[src/rtl/gap_cal_pkg.sv]
// Shared types for the boundary gap calibration block.
// Assumes nothing beyond a single clock domain.
package gap_cal_pkg;
    // Which extreme a tracker keeps
    typedef enum logic {
        TRACK_MAX = 1'b0,
        TRACK_MIN = 1'b1
    } track_dir_e;
endpackage

[src/rtl/extreme_tracker.sv]
// Keeps the running maximum or minimum of the codes presented with take=1.
// A clear restarts the window; a take in the same cycle seeds the new window.
// Also exposes next-state values so a consumer can act in the same edge.
// Assumes take is already qualified by valid and by the decision side.
module extreme_tracker
    import gap_cal_pkg::*;
#(
    parameter int         CODE_W = 12,
    parameter track_dir_e DIR    = TRACK_MAX
) (
    input  logic              clk,
    input  logic              rst_n,
    input  logic              clear,
    input  logic              take,
    input  logic [CODE_W-1:0] code,
    output logic [CODE_W-1:0] ext_q,
    output logic              seen_q,
    output logic [CODE_W-1:0] ext_nxt,
    output logic              seen_nxt
);
    localparam logic [CODE_W-1:0] INIT_VAL = (DIR == TRACK_MAX) ? '0 : '1;

    logic [CODE_W-1:0] base_val;
    logic              base_seen;
    logic              beats;

    // Start from a fresh window when cleared, else from the held extreme
    always_comb begin
        base_val  = clear ? INIT_VAL : ext_q;
        base_seen = clear ? 1'b0 : seen_q;
    end

    // Direction-specific comparison chosen at elaboration
    generate
        if (DIR == TRACK_MAX) begin : g_max
            assign beats = (code > base_val);
        end else begin : g_min
            assign beats = (code < base_val);
        end
    endgenerate

    // Next extreme and seen flag
    always_comb begin
        ext_nxt  = (take && (beats || !base_seen)) ? code : base_val;
        seen_nxt = base_seen | take;
    end

    // State registers
    always_ff @(posedge clk) begin
        if (!rst_n) begin
            ext_q  <= INIT_VAL;
            seen_q <= 1'b0;
        end else begin
            ext_q  <= ext_nxt;
            seen_q <= seen_nxt;
        end
    end
endmodule

[src/rtl/gap_former.sv]
// Forms the signed gap estimate min_upper - max_lower - 1 from the trackers'
// next-state values and holds it until both sides have samples.
// Assumes the inputs are the values the trackers load at this edge.
module gap_former #(
    parameter int CODE_W = 12,
    localparam int GAP_W = CODE_W + 1
) (
    input  logic                    clk,
    input  logic                    rst_n,
    input  logic [CODE_W-1:0]       max_lo,
    input  logic [CODE_W-1:0]       min_hi,
    input  logic                    both_seen,
    output logic signed [GAP_W-1:0] gap_q
);
    logic signed [GAP_W-1:0] diff;

    // Difference fits GAP_W bits: range is -2^CODE_W .. 2^CODE_W-2
    always_comb begin
        diff = $signed({1'b0, min_hi}) - $signed({1'b0, max_lo})
             - $signed(GAP_W'(1));
    end

    // Load only when both windows are populated, else hold
    always_ff @(posedge clk) begin
        if (!rst_n) begin
            gap_q <= '0;
        end else if (both_seen) begin
            gap_q <= diff;
        end
    end
endmodule

[src/rtl/gap_corrector.sv]
// Subtracts the held gap estimate from upper-side samples and registers the
// result with its valid flag. Lower-side samples pass zero-extended.
// Assumes gap is the estimate as it stood before this sample.
module gap_corrector #(
    parameter int CODE_W = 12,
    localparam int GAP_W = CODE_W + 1,
    localparam int OUT_W = CODE_W + 2
) (
    input  logic                    clk,
    input  logic                    rst_n,
    input  logic                    in_valid,
    input  logic [CODE_W-1:0]       in_code,
    input  logic                    in_dec,
    input  logic signed [GAP_W-1:0] gap,
    output logic                    out_valid,
    output logic signed [OUT_W-1:0] out_code
);
    logic signed [OUT_W-1:0] raw_x;
    logic signed [OUT_W-1:0] gap_x;
    logic signed [OUT_W-1:0] fixed;

    // Widen both operands and pick the corrected or raw value
    always_comb begin
        raw_x = $signed({2'b00, in_code});
        gap_x = OUT_W'(gap);
        fixed = in_dec ? (raw_x - gap_x) : raw_x;
    end

    // Output register, code held between valid samples
    always_ff @(posedge clk) begin
        if (!rst_n) begin
            out_valid <= 1'b0;
            out_code  <= '0;
        end else begin
            out_valid <= in_valid;
            if (in_valid) begin
                out_code <= fixed;
            end
        end
    end
endmodule

[src/rtl/gap_cal_top.sv]
// Background gap estimator and corrector for one decision boundary.
// Lower-side samples feed a maximum tracker, upper-side samples a minimum
// tracker; the estimate is their distance less one. Upper samples are
// corrected with the estimate held before them. Assumes clear is a strobe
// produced elsewhere at the chosen adaptation interval.
module gap_cal_top
    import gap_cal_pkg::*;
#(
    parameter int CODE_W = 12
) (
    input  logic                      clk,
    input  logic                      rst_n,
    input  logic                      in_valid,
    input  logic [CODE_W-1:0]         in_code,
    input  logic                      in_dec,
    input  logic                      clear,
    output logic                      out_valid,
    output logic signed [CODE_W+1:0]  out_code,
    output logic signed [CODE_W:0]    gap_est
);
    logic              take_lo;
    logic              take_hi;
    logic [CODE_W-1:0] max_q;
    logic [CODE_W-1:0] min_q;
    logic [CODE_W-1:0] max_nxt;
    logic [CODE_W-1:0] min_nxt;
    logic              seen_lo_q;
    logic              seen_hi_q;
    logic              seen_lo_nxt;
    logic              seen_hi_nxt;

    // Route each valid sample to its side of the boundary
    always_comb begin
        take_lo = in_valid && !in_dec;
        take_hi = in_valid &&  in_dec;
    end

    extreme_tracker #(.CODE_W(CODE_W), .DIR(TRACK_MAX)) u_lo (
        .clk      (clk),
        .rst_n    (rst_n),
        .clear    (clear),
        .take     (take_lo),
        .code     (in_code),
        .ext_q    (max_q),
        .seen_q   (seen_lo_q),
        .ext_nxt  (max_nxt),
        .seen_nxt (seen_lo_nxt)
    );

    extreme_tracker #(.CODE_W(CODE_W), .DIR(TRACK_MIN)) u_hi (
        .clk      (clk),
        .rst_n    (rst_n),
        .clear    (clear),
        .take     (take_hi),
        .code     (in_code),
        .ext_q    (min_q),
        .seen_q   (seen_hi_q),
        .ext_nxt  (min_nxt),
        .seen_nxt (seen_hi_nxt)
    );

    gap_former #(.CODE_W(CODE_W)) u_gap (
        .clk       (clk),
        .rst_n     (rst_n),
        .max_lo    (max_nxt),
        .min_hi    (min_nxt),
        .both_seen (seen_lo_nxt && seen_hi_nxt),
        .gap_q     (gap_est)
    );

    gap_corrector #(.CODE_W(CODE_W)) u_cor (
        .clk       (clk),
        .rst_n     (rst_n),
        .in_valid  (in_valid),
        .in_code   (in_code),
        .in_dec    (in_dec),
        .gap       (gap_est),
        .out_valid (out_valid),
        .out_code  (out_code)
    );
endmodule

[config.mk]
export PLATFORM = sky130hd
export DESIGN_NAME = gap_cal_top
export DESIGN_NICKNAME = d
export VERILOG_FILES = /design/src/rtl/gap_cal_pkg.sv /design/src/rtl/extreme_tracker.sv /design/src/rtl/gap_former.sv /design/src/rtl/gap_corrector.sv /design/src/rtl/gap_cal_top.sv
export SDC_FILE = /design/constraint.sdc
export NUM_CORES = 1
export LEC_CHECK = 0
export ABC_AREA = 1
export CAP_MARGIN = 30
export CORE_MARGIN = 4
export CORE_UTILIZATION = 30
export DETAILED_ROUTE_END_ITERATION = 10
export SETUP_SLACK_MARGIN = 0.3
export SLEW_MARGIN = 5
export SYNTH_ARGS = -nofsm -noshare
export SYNTH_HDL_FRONTEND = slang
export SYNTH_SLANG_ARGS = --single-unit
[constraint.sdc]
create_clock -name clk -period 4.6 [get_ports clk]
set_clock_uncertainty 0.05 [all_clocks]
set_input_delay 0.69 -clock clk [delete_from_list [all_inputs] [get_ports clk]]
set_output_delay 0.69 -clock clk [all_outputs]
set_load 0.02 [all_outputs]
[Yosys cells after proc, flatten, opt, wreduce, memory -nomap -nowiden]
Cells that the tools add are included.
Storage, ports and cells
  bits of input ports: 17
  logic and storage cells: 31
  flip-flop bits (word level): 54
Operators by class
  bitwise gates (word level): 2
  reductions and logical operators: 10
  order comparisons: 2
  mux-type cells: 7
  $add $sub $neg: 3
Operators by type and width (count)
  12-bit 2-to-1 mux: 4
  14-bit 2-to-1 mux: 1
  13-bit by 13-bit subtractor with 14-bit output: 1
  12-bit by 12-bit subtractor with 13-bit output: 1
  13-bit by 2-bit subtractor with 13-bit output (second input constant): 1
  12-bit greater-than comparator: 1
  12-bit < comparator: 1
  1-bit logical AND: 5
  1-bit logical NOT: 3
  1-bit logical OR: 2
  1-bit 2-to-1 mux: 2
  1-bit bitwise OR: 2

[Longest topological paths before layout]
  depth after elaboration: 7
  gate-level depth with buffers: 34

[By module]
From an unflattened synthesis, not the netlist that was laid out.
Unflattened totals
  cell total of the unflattened synthesis: 743
  area, all modules: 4822.1 um^2
Modules (own cells, without submodules)
  gap_corrector: cells an instance 240, area an instance 1426.4 um^2, times used 1, sequential area each 300.3 um^2
  gap_former: cells an instance 206, area an instance 1222.4 um^2, times used 1, sequential area each 260.2 um^2
  extreme_tracker at u_lo: cells an instance 160, area an instance 1132.3 um^2, times used 1, sequential area each 260.2 um^2
  extreme_tracker at u_hi: cells an instance 131, area an instance 1016.0 um^2, times used 1, sequential area each 260.2 um^2
  gap_cal_top: cells an instance 6, area an instance 25.0 um^2, times used 1, sequential area each 0.0 um^2

[Worst setup path after synthesis]
OpenSTA, ideal clock, no wires.
  path type: input -> register
  start point: input clear
  end point: register u_gap.gap_q[11]
  required time: 4.441 ns
  stages on the path: 33
  setup slack: 0.548 ns
  arrival: 3.893 ns
  cell sequence: buf_6 -> inv_1 -> buf_2 -> nand2_1 -> ha_1 -> nand2_1 -> nor2_1 -> and2_4 -> nand2_2 -> nand3_2 -> nand2_2 -> nand2_4 -> nand2_4 -> buf_6 -> inv_1 -> clkbuf_1 -> nand2_1 -> o21ai_0 -> inv_1 -> ha_1 -> a21oi_1 -> and2_1 -> inv_1 -> nand3_1 -> nand2_1 -> nand3_2 -> nand2_2 -> nand2_1 -> nand2_1 -> nand2_1 -> nand3_1 -> nand2_1 -> inv_1
Between the ends
  word-level cells in the longest chain between the ends: 7
  elaborated cells between the ends (all ways): 19
RTL lines
  from (decl): line gap_cal_top.sv:16  | input logic clear,
  12-bit 2-to-1 mux or 1-bit 2-to-1 mux (tied branches): line extreme_tracker.sv:29, extreme_tracker.sv:30
  12-bit < comparator, or another cell as far along: line extreme_tracker.sv:38  | assign beats = (code < base_val);
  1-bit logical OR: line extreme_tracker.sv:44  | ext_nxt = (take && (beats || !base_seen)) ? code : base_val;
  1-bit logical AND: line extreme_tracker.sv:44
  12-bit 2-to-1 mux: line extreme_tracker.sv:44
  12-bit by 12-bit subtractor with 13-bit output: line gap_former.sv:19  | diff = $signed({1'b0, min_hi}) - $signed({1'b0, max_lo})
  13-bit by 2-bit subtractor with 13-bit output: line gap_former.sv:20  | - $signed(GAP_W'(1));
  to (signal assigned): line gap_former.sv:28  | gap_q <= diff;
  to (decl): line gap_former.sv:13  | output logic signed [GAP_W-1:0] gap_q
Parallel ways exist; a longest one is shown, timed or not.
A chain may end at the register's enable or synchronous reset.

[Final worst setup path]
  start point: input in_code[11]
  end point: register u_gap.gap_q[9]
Between the ends
  word-level cells in the longest chain between the ends: 6
  elaborated cells between the ends (all ways): 10
RTL lines
  from (decl): line gap_cal_top.sv:14  | input logic [CODE_W-1:0] in_code,
  12-bit < comparator: line extreme_tracker.sv:38
  1-bit logical OR: line extreme_tracker.sv:44
  1-bit logical AND: line extreme_tracker.sv:44
  12-bit 2-to-1 mux: line extreme_tracker.sv:44
  net min_nxt[1]: line gap_cal_top.sv:26  | logic [CODE_W-1:0] min_nxt;
  12-bit by 12-bit subtractor with 13-bit output: line gap_former.sv:19
  13-bit by 2-bit subtractor with 13-bit output: line gap_former.sv:20
The timed path passes the listed nets, and every way through them passes these cells.

==> run_summary.xml <==
<?xml version="1.0" encoding="UTF-8"?>
<metrics>
  <group name="run_status">
    <metric name="run_status" unit="">complete, no violations</metric>
  </group>
  <group name="grt">
    <metric name="grt.overflow.total" unit="">0</metric>
    <metric name="pin_count_of_the_biggest_net_entering_global_routing" unit="">27</metric>
    <metric name="antenna_found_initial" unit="">0</metric>
    <metric name="first_global_vias" unit="">3677</metric>
    <metric name="grt_first_pass_wirelength" unit="µm">18150</metric>
    <metric name="grt_use_total" unit="%">14.19</metric>
  </group>
  <group name="place">
    <metric name="postPlaceCellArea" unit="µm²">4812</metric>
    <metric name="place.port_buffers" unit="">44</metric>
    <metric name="finalWeightedCongestion" unit="">0.8825</metric>
    <metric name="dp.final_hpwl" unit="µm">8683</metric>
    <metric name="dp_slack" unit="ps">100.6</metric>
  </group>
  <group name="sta">
    <metric name="setup_total_negative_slack" unit="ps">0</metric>
    <metric name="max_slew.worst_pin.slew" unit="ps">862.1</metric>
    <metric name="drv_slew" unit="">0</metric>
    <metric name="finalHoldViolations" unit="">0</metric>
    <metric name="finalSetupViolCount" unit="">0</metric>
    <metric name="rsz0062_at_grt" unit="">no</metric>
    <metric name="fin_ws" unit="ps">582.5</metric>
    <metric name="final_min_period_over_clock_period" unit="%">87.34</metric>
    <metric name="max_freq" unit="MHz">248.9</metric>
    <metric name="slew_headroom" unit="%">42.46</metric>
    <metric name="finalCriticalPeriod" unit="ps">4018</metric>
  </group>
  <group name="synthesis">
    <metric name="total_standard_cell_area_after_synthesis" unit="µm²">4088</metric>
    <metric name="synth_unique_cells" unit="">33</metric>
    <metric name="synth_common_cells" unit="">sky130_fd_sc_hd__nand2_1, sky130_fd_sc_hd__inv_1, sky130_fd_sc_hd__dfxtp_1, sky130_fd_sc_hd__nor2_1, sky130_fd_sc_hd__a21oi_1</metric>
    <metric name="yosys_register_bits" unit="">54</metric>
    <metric name="synth_seq_area_share" unit="%">26.45</metric>
    <metric name="synth-warning-count" unit="">0</metric>
    <metric name="asyncSetResetFlopFracSynth" unit="%">0</metric>
    <metric name="syn-num-nets" unit="">671</metric>
    <metric name="synth_top_area_cell" unit="">sky130_fd_sc_hd__dfxtp_1</metric>
    <metric name="post-synth-top-count-cell" unit="">sky130_fd_sc_hd__nand2_1</metric>
    <metric name="average_cell_area_after_synthesis" unit="µm²">6.712</metric>
    <metric name="mapped_cells" unit="">609</metric>
    <metric name="synth_top_cells_by_area" unit="">sky130_fd_sc_hd__dfxtp_1, sky130_fd_sc_hd__ha_1, sky130_fd_sc_hd__nand2_1</metric>
    <metric name="synthDominantCellAreaShare" unit="%">26.45</metric>
    <metric name="yosys_most_used_dff" unit="">sky130_fd_sc_hd__dfxtp_1</metric>
    <metric name="synth_enable_flop_cells" unit="">0</metric>
  </group>
  <group name="clock_network">
    <metric name="cts_root_buffer" unit="">sky130_fd_sc_hd__clkbuf_16</metric>
    <metric name="ctsHtreeMaxLevel" unit="">2</metric>
    <metric name="clkLatencyLatePin" unit="ps">300</metric>
    <metric name="cts.sinks" unit="">54</metric>
    <metric name="max-clock-path-buffers" unit="">2</metric>
    <metric name="cts_tree" unit="">yes</metric>
    <metric name="cts_inserted_buffers" unit="">5</metric>
    <metric name="cts-hold-fix-buffers" unit="">0</metric>
    <metric name="clkSlewWorstSetupHoldPaths" unit="ps">70</metric>
  </group>
  <group name="cells_and_area">
    <metric name="antenna_cells_inserted" unit="">0</metric>
    <metric name="filler_cell_count" unit="">1414</metric>
    <metric name="area_of_all_placed_cells_without_fillers" unit="µm²">5002</metric>
    <metric name="area_growth_syn_to_layout" unit="%">22.38</metric>
    <metric name="design.final.nets" unit="">726</metric>
    <metric name="drive_gt1_share" unit="%">12.48</metric>
    <metric name="multi_input_comb_area" unit="µm²">2577</metric>
    <metric name="area_of_all_sequential_standard_cells" unit="µm²">1081</metric>
  </group>
  <group name="die">
    <metric name="start_util" unit="%">30.75</metric>
    <metric name="fp.coreArea" unit="µm²">13300</metric>
    <metric name="fp.dieArea" unit="µm²">15560</metric>
    <metric name="top_level_ports" unit="">45</metric>
    <metric name="core.rowCount" unit="">42</metric>
    <metric name="fp.dieW" unit="µm">124.7</metric>
    <metric name="die_height" unit="µm">124.7</metric>
  </group>
  <group name="power">
    <metric name="power.share.combinational" unit="%">28.6</metric>
    <metric name="power_per_cell_area" unit="nW/µm²">266.0</metric>
    <metric name="clock_power_share" unit="%">33.3</metric>
    <metric name="cell_internal_pwr" unit="mW">0.9032</metric>
    <metric name="power.switching" unit="mW">0.4275</metric>
    <metric name="leakagePower" unit="nW">2.380</metric>
    <metric name="share_seq_of_total_power" unit="%">38.1</metric>
    <metric name="p_sw_share" unit="%">32.13</metric>
    <metric name="vdd.ir_drop.worst" unit="mV">0.1285</metric>
  </group>
  <group name="critical_path">
    <metric name="timing.critical_path.to_type" unit="">register</metric>
    <metric name="worstPathMaxFanout" unit="">12</metric>
    <metric name="cp_data_required_time" unit="ps">4750</metric>
    <metric name="launching_element_type_of_the_critical_path" unit="">primary input</metric>
    <metric name="worstPathArrival" unit="ps">4170</metric>
    <metric name="worstSetupPathType" unit="">in -&gt; reg</metric>
  </group>
  <group name="routing">
    <metric name="vias" unit="">3849</metric>
    <metric name="drc" unit="">0</metric>
    <metric name="vias_per_cell" unit="">4.577</metric>
    <metric name="drt_wl_total" unit="µm">10870</metric>
    <metric name="drtAntennaViolNets" unit="">0</metric>
    <metric name="drt_first_pass_iters" unit="">4</metric>
    <metric name="detail_route.wl_per_cell" unit="µm">12.93</metric>
    <metric name="drtIter0Drc" unit="">213</metric>
  </group>
  <group name="run">
    <metric name="max_cap_viol_count" unit="">0</metric>
  </group>
  <group name="hold_path">
    <metric name="timing.hold.worst.class" unit="">reg -&gt; reg</metric>
  </group>
</metrics>
cell families (layout without fill, tap and decap cells):
| logic type | count (synthesis) | count (layout) | share of synthesized area (%) |
|---|---|---|---|
| buf+inv | 109 | 165 | 10.65 |
| fa+ha+maj | 45 | 45 | 14.14 |
| compound gates | 109 | 109 | 14.26 |
| xor+xnor | 8 | 8 | 1.714 |
| flops | 54 | 54 | 26.45 |
| simple gates | 284 | 284 | 32.78 |
layer usage:
metal | routed length [µm] | vias to the layer above | global-route usage (%) | share of wire, %
met5 | 0 | - | 0 | 0
met4 | 119 | 0 | 3.224 | 1.1
met3 | 447 | 11 | 2.616 | 4.1
met2 | 4874 | 68 | 23.22 | 45
met1 | 5431 | 1712 | 19.39 | 50
li1 | - | 2058 | - | -
cell type report:
class / count / area share [%]
Multi-Input combinational cell: 446 / 51.53
Sequential cell: 54 / 21.61
Timing Repair Buffer: 66 / 12.23
Inverter: 91 / 6.903
Tap cell: 176 / 4.402
Clock buffer: 6 / 2.576
Clock inverter: 2 / 0.7504
layout by cell type, fill, tap and decap left out, types with 7 or more instances in the layout:
cell type,instances
sky130_fd_sc_hd__inv_1,90
sky130_fd_sc_hd__clkdlybuf4s50_1,43
sky130_fd_sc_hd__nor2_1,54
sky130_fd_sc_hd__buf_4,21
sky130_fd_sc_hd__ha_1,42
sky130_fd_sc_hd__nand2_4,12
sky130_fd_sc_hd__or2_2,8
sky130_fd_sc_hd__a21oi_1,44
sky130_fd_sc_hd__nand2_1,142
sky130_fd_sc_hd__nand2_2,18
sky130_fd_sc_hd__dfxtp_1,54
sky130_fd_sc_hd__nand3_1,27
sky130_fd_sc_hd__xor2_1,7
sky130_fd_sc_hd__a31oi_1,14
sky130_fd_sc_hd__o21ai_0,40
registers in the layout, indices dropped and copies added (netlist names):
signal	flops
u_cor.out_code	14
u_cor.out_valid	1
u_gap.gap_q	13
u_hi.ext_q	12
u_hi.seen_q	1
u_lo.ext_q	12
u_lo.seen_q	1
critical path, stage by stage:
cell	delay [ps]
sky130_fd_sc_hd__clkdlybuf4s50_1	550
sky130_fd_sc_hd__ha_1	370
sky130_fd_sc_hd__nand2_1	100
sky130_fd_sc_hd__nor3_1	340
sky130_fd_sc_hd__nand2_1	110
sky130_fd_sc_hd__nand2_2	90
sky130_fd_sc_hd__nand2_4	100
sky130_fd_sc_hd__nand2_4	180
sky130_fd_sc_hd__nor2_1	50
sky130_fd_sc_hd__a21oi_1	320
sky130_fd_sc_hd__ha_1	300
sky130_fd_sc_hd__nand3_1	60
sky130_fd_sc_hd__and2_1	170
sky130_fd_sc_hd__inv_1	50
sky130_fd_sc_hd__nand3_1	70
sky130_fd_sc_hd__nand2_1	80
sky130_fd_sc_hd__nand3_2	90
sky130_fd_sc_hd__nand2_2	70
sky130_fd_sc_hd__nand2_1	80
sky130_fd_sc_hd__nand2_1	60
sky130_fd_sc_hd__nand2_1	50
sky130_fd_sc_hd__nand3_1	60
sky130_fd_sc_hd__nand2_1	80
sky130_fd_sc_hd__inv_1	40
worst paths after layout:
kind              slack [ps]  depth (start not counted)                 end          startpoint
hold reg to reg          420                          2  u_cor.out_code[13]  u_cor.out_code[13]
hold / removal           420                          2  u_cor.out_code[13]  u_cor.out_code[13]
setup / recovery         580                         24      u_gap.gap_q[9]         in_code[11]
setup reg to reg        1240                         24      u_gap.gap_q[9]      u_hi.ext_q[11]
per-stage QoR:
step	power (mW)	hold WS [ps]	utilization (%)	cells
detailed placement	0.8967	412.1	36.19	832
global route	1.412	453.4	37.62	841
floorplan	0.7708	464.4	-	609
CTS	1.340	423.2	37.45	840
global placement	0.8972	408.9	36.19	832
finish	1.331	416.5	37.62	841
timing repair:
action / in CTS / in global routing
gates resized for setup: 0 / 5
endpoints found under the setup margin: 0 / 9
setup buffers: 0 / 1
power by group through the flow:
stage	Combinational (mW)	Clock, mW	Sequential [mW]
finish	0.381	0.443	0.507
global route	0.433	0.468	0.510
CTS	0.382	0.451	0.507
detailed placement	0.379	0	0.518
global placement	0.379	0	0.518
floorplan	0.235	0	0.535
No activity file was read; power rests on OpenSTA's default activity.
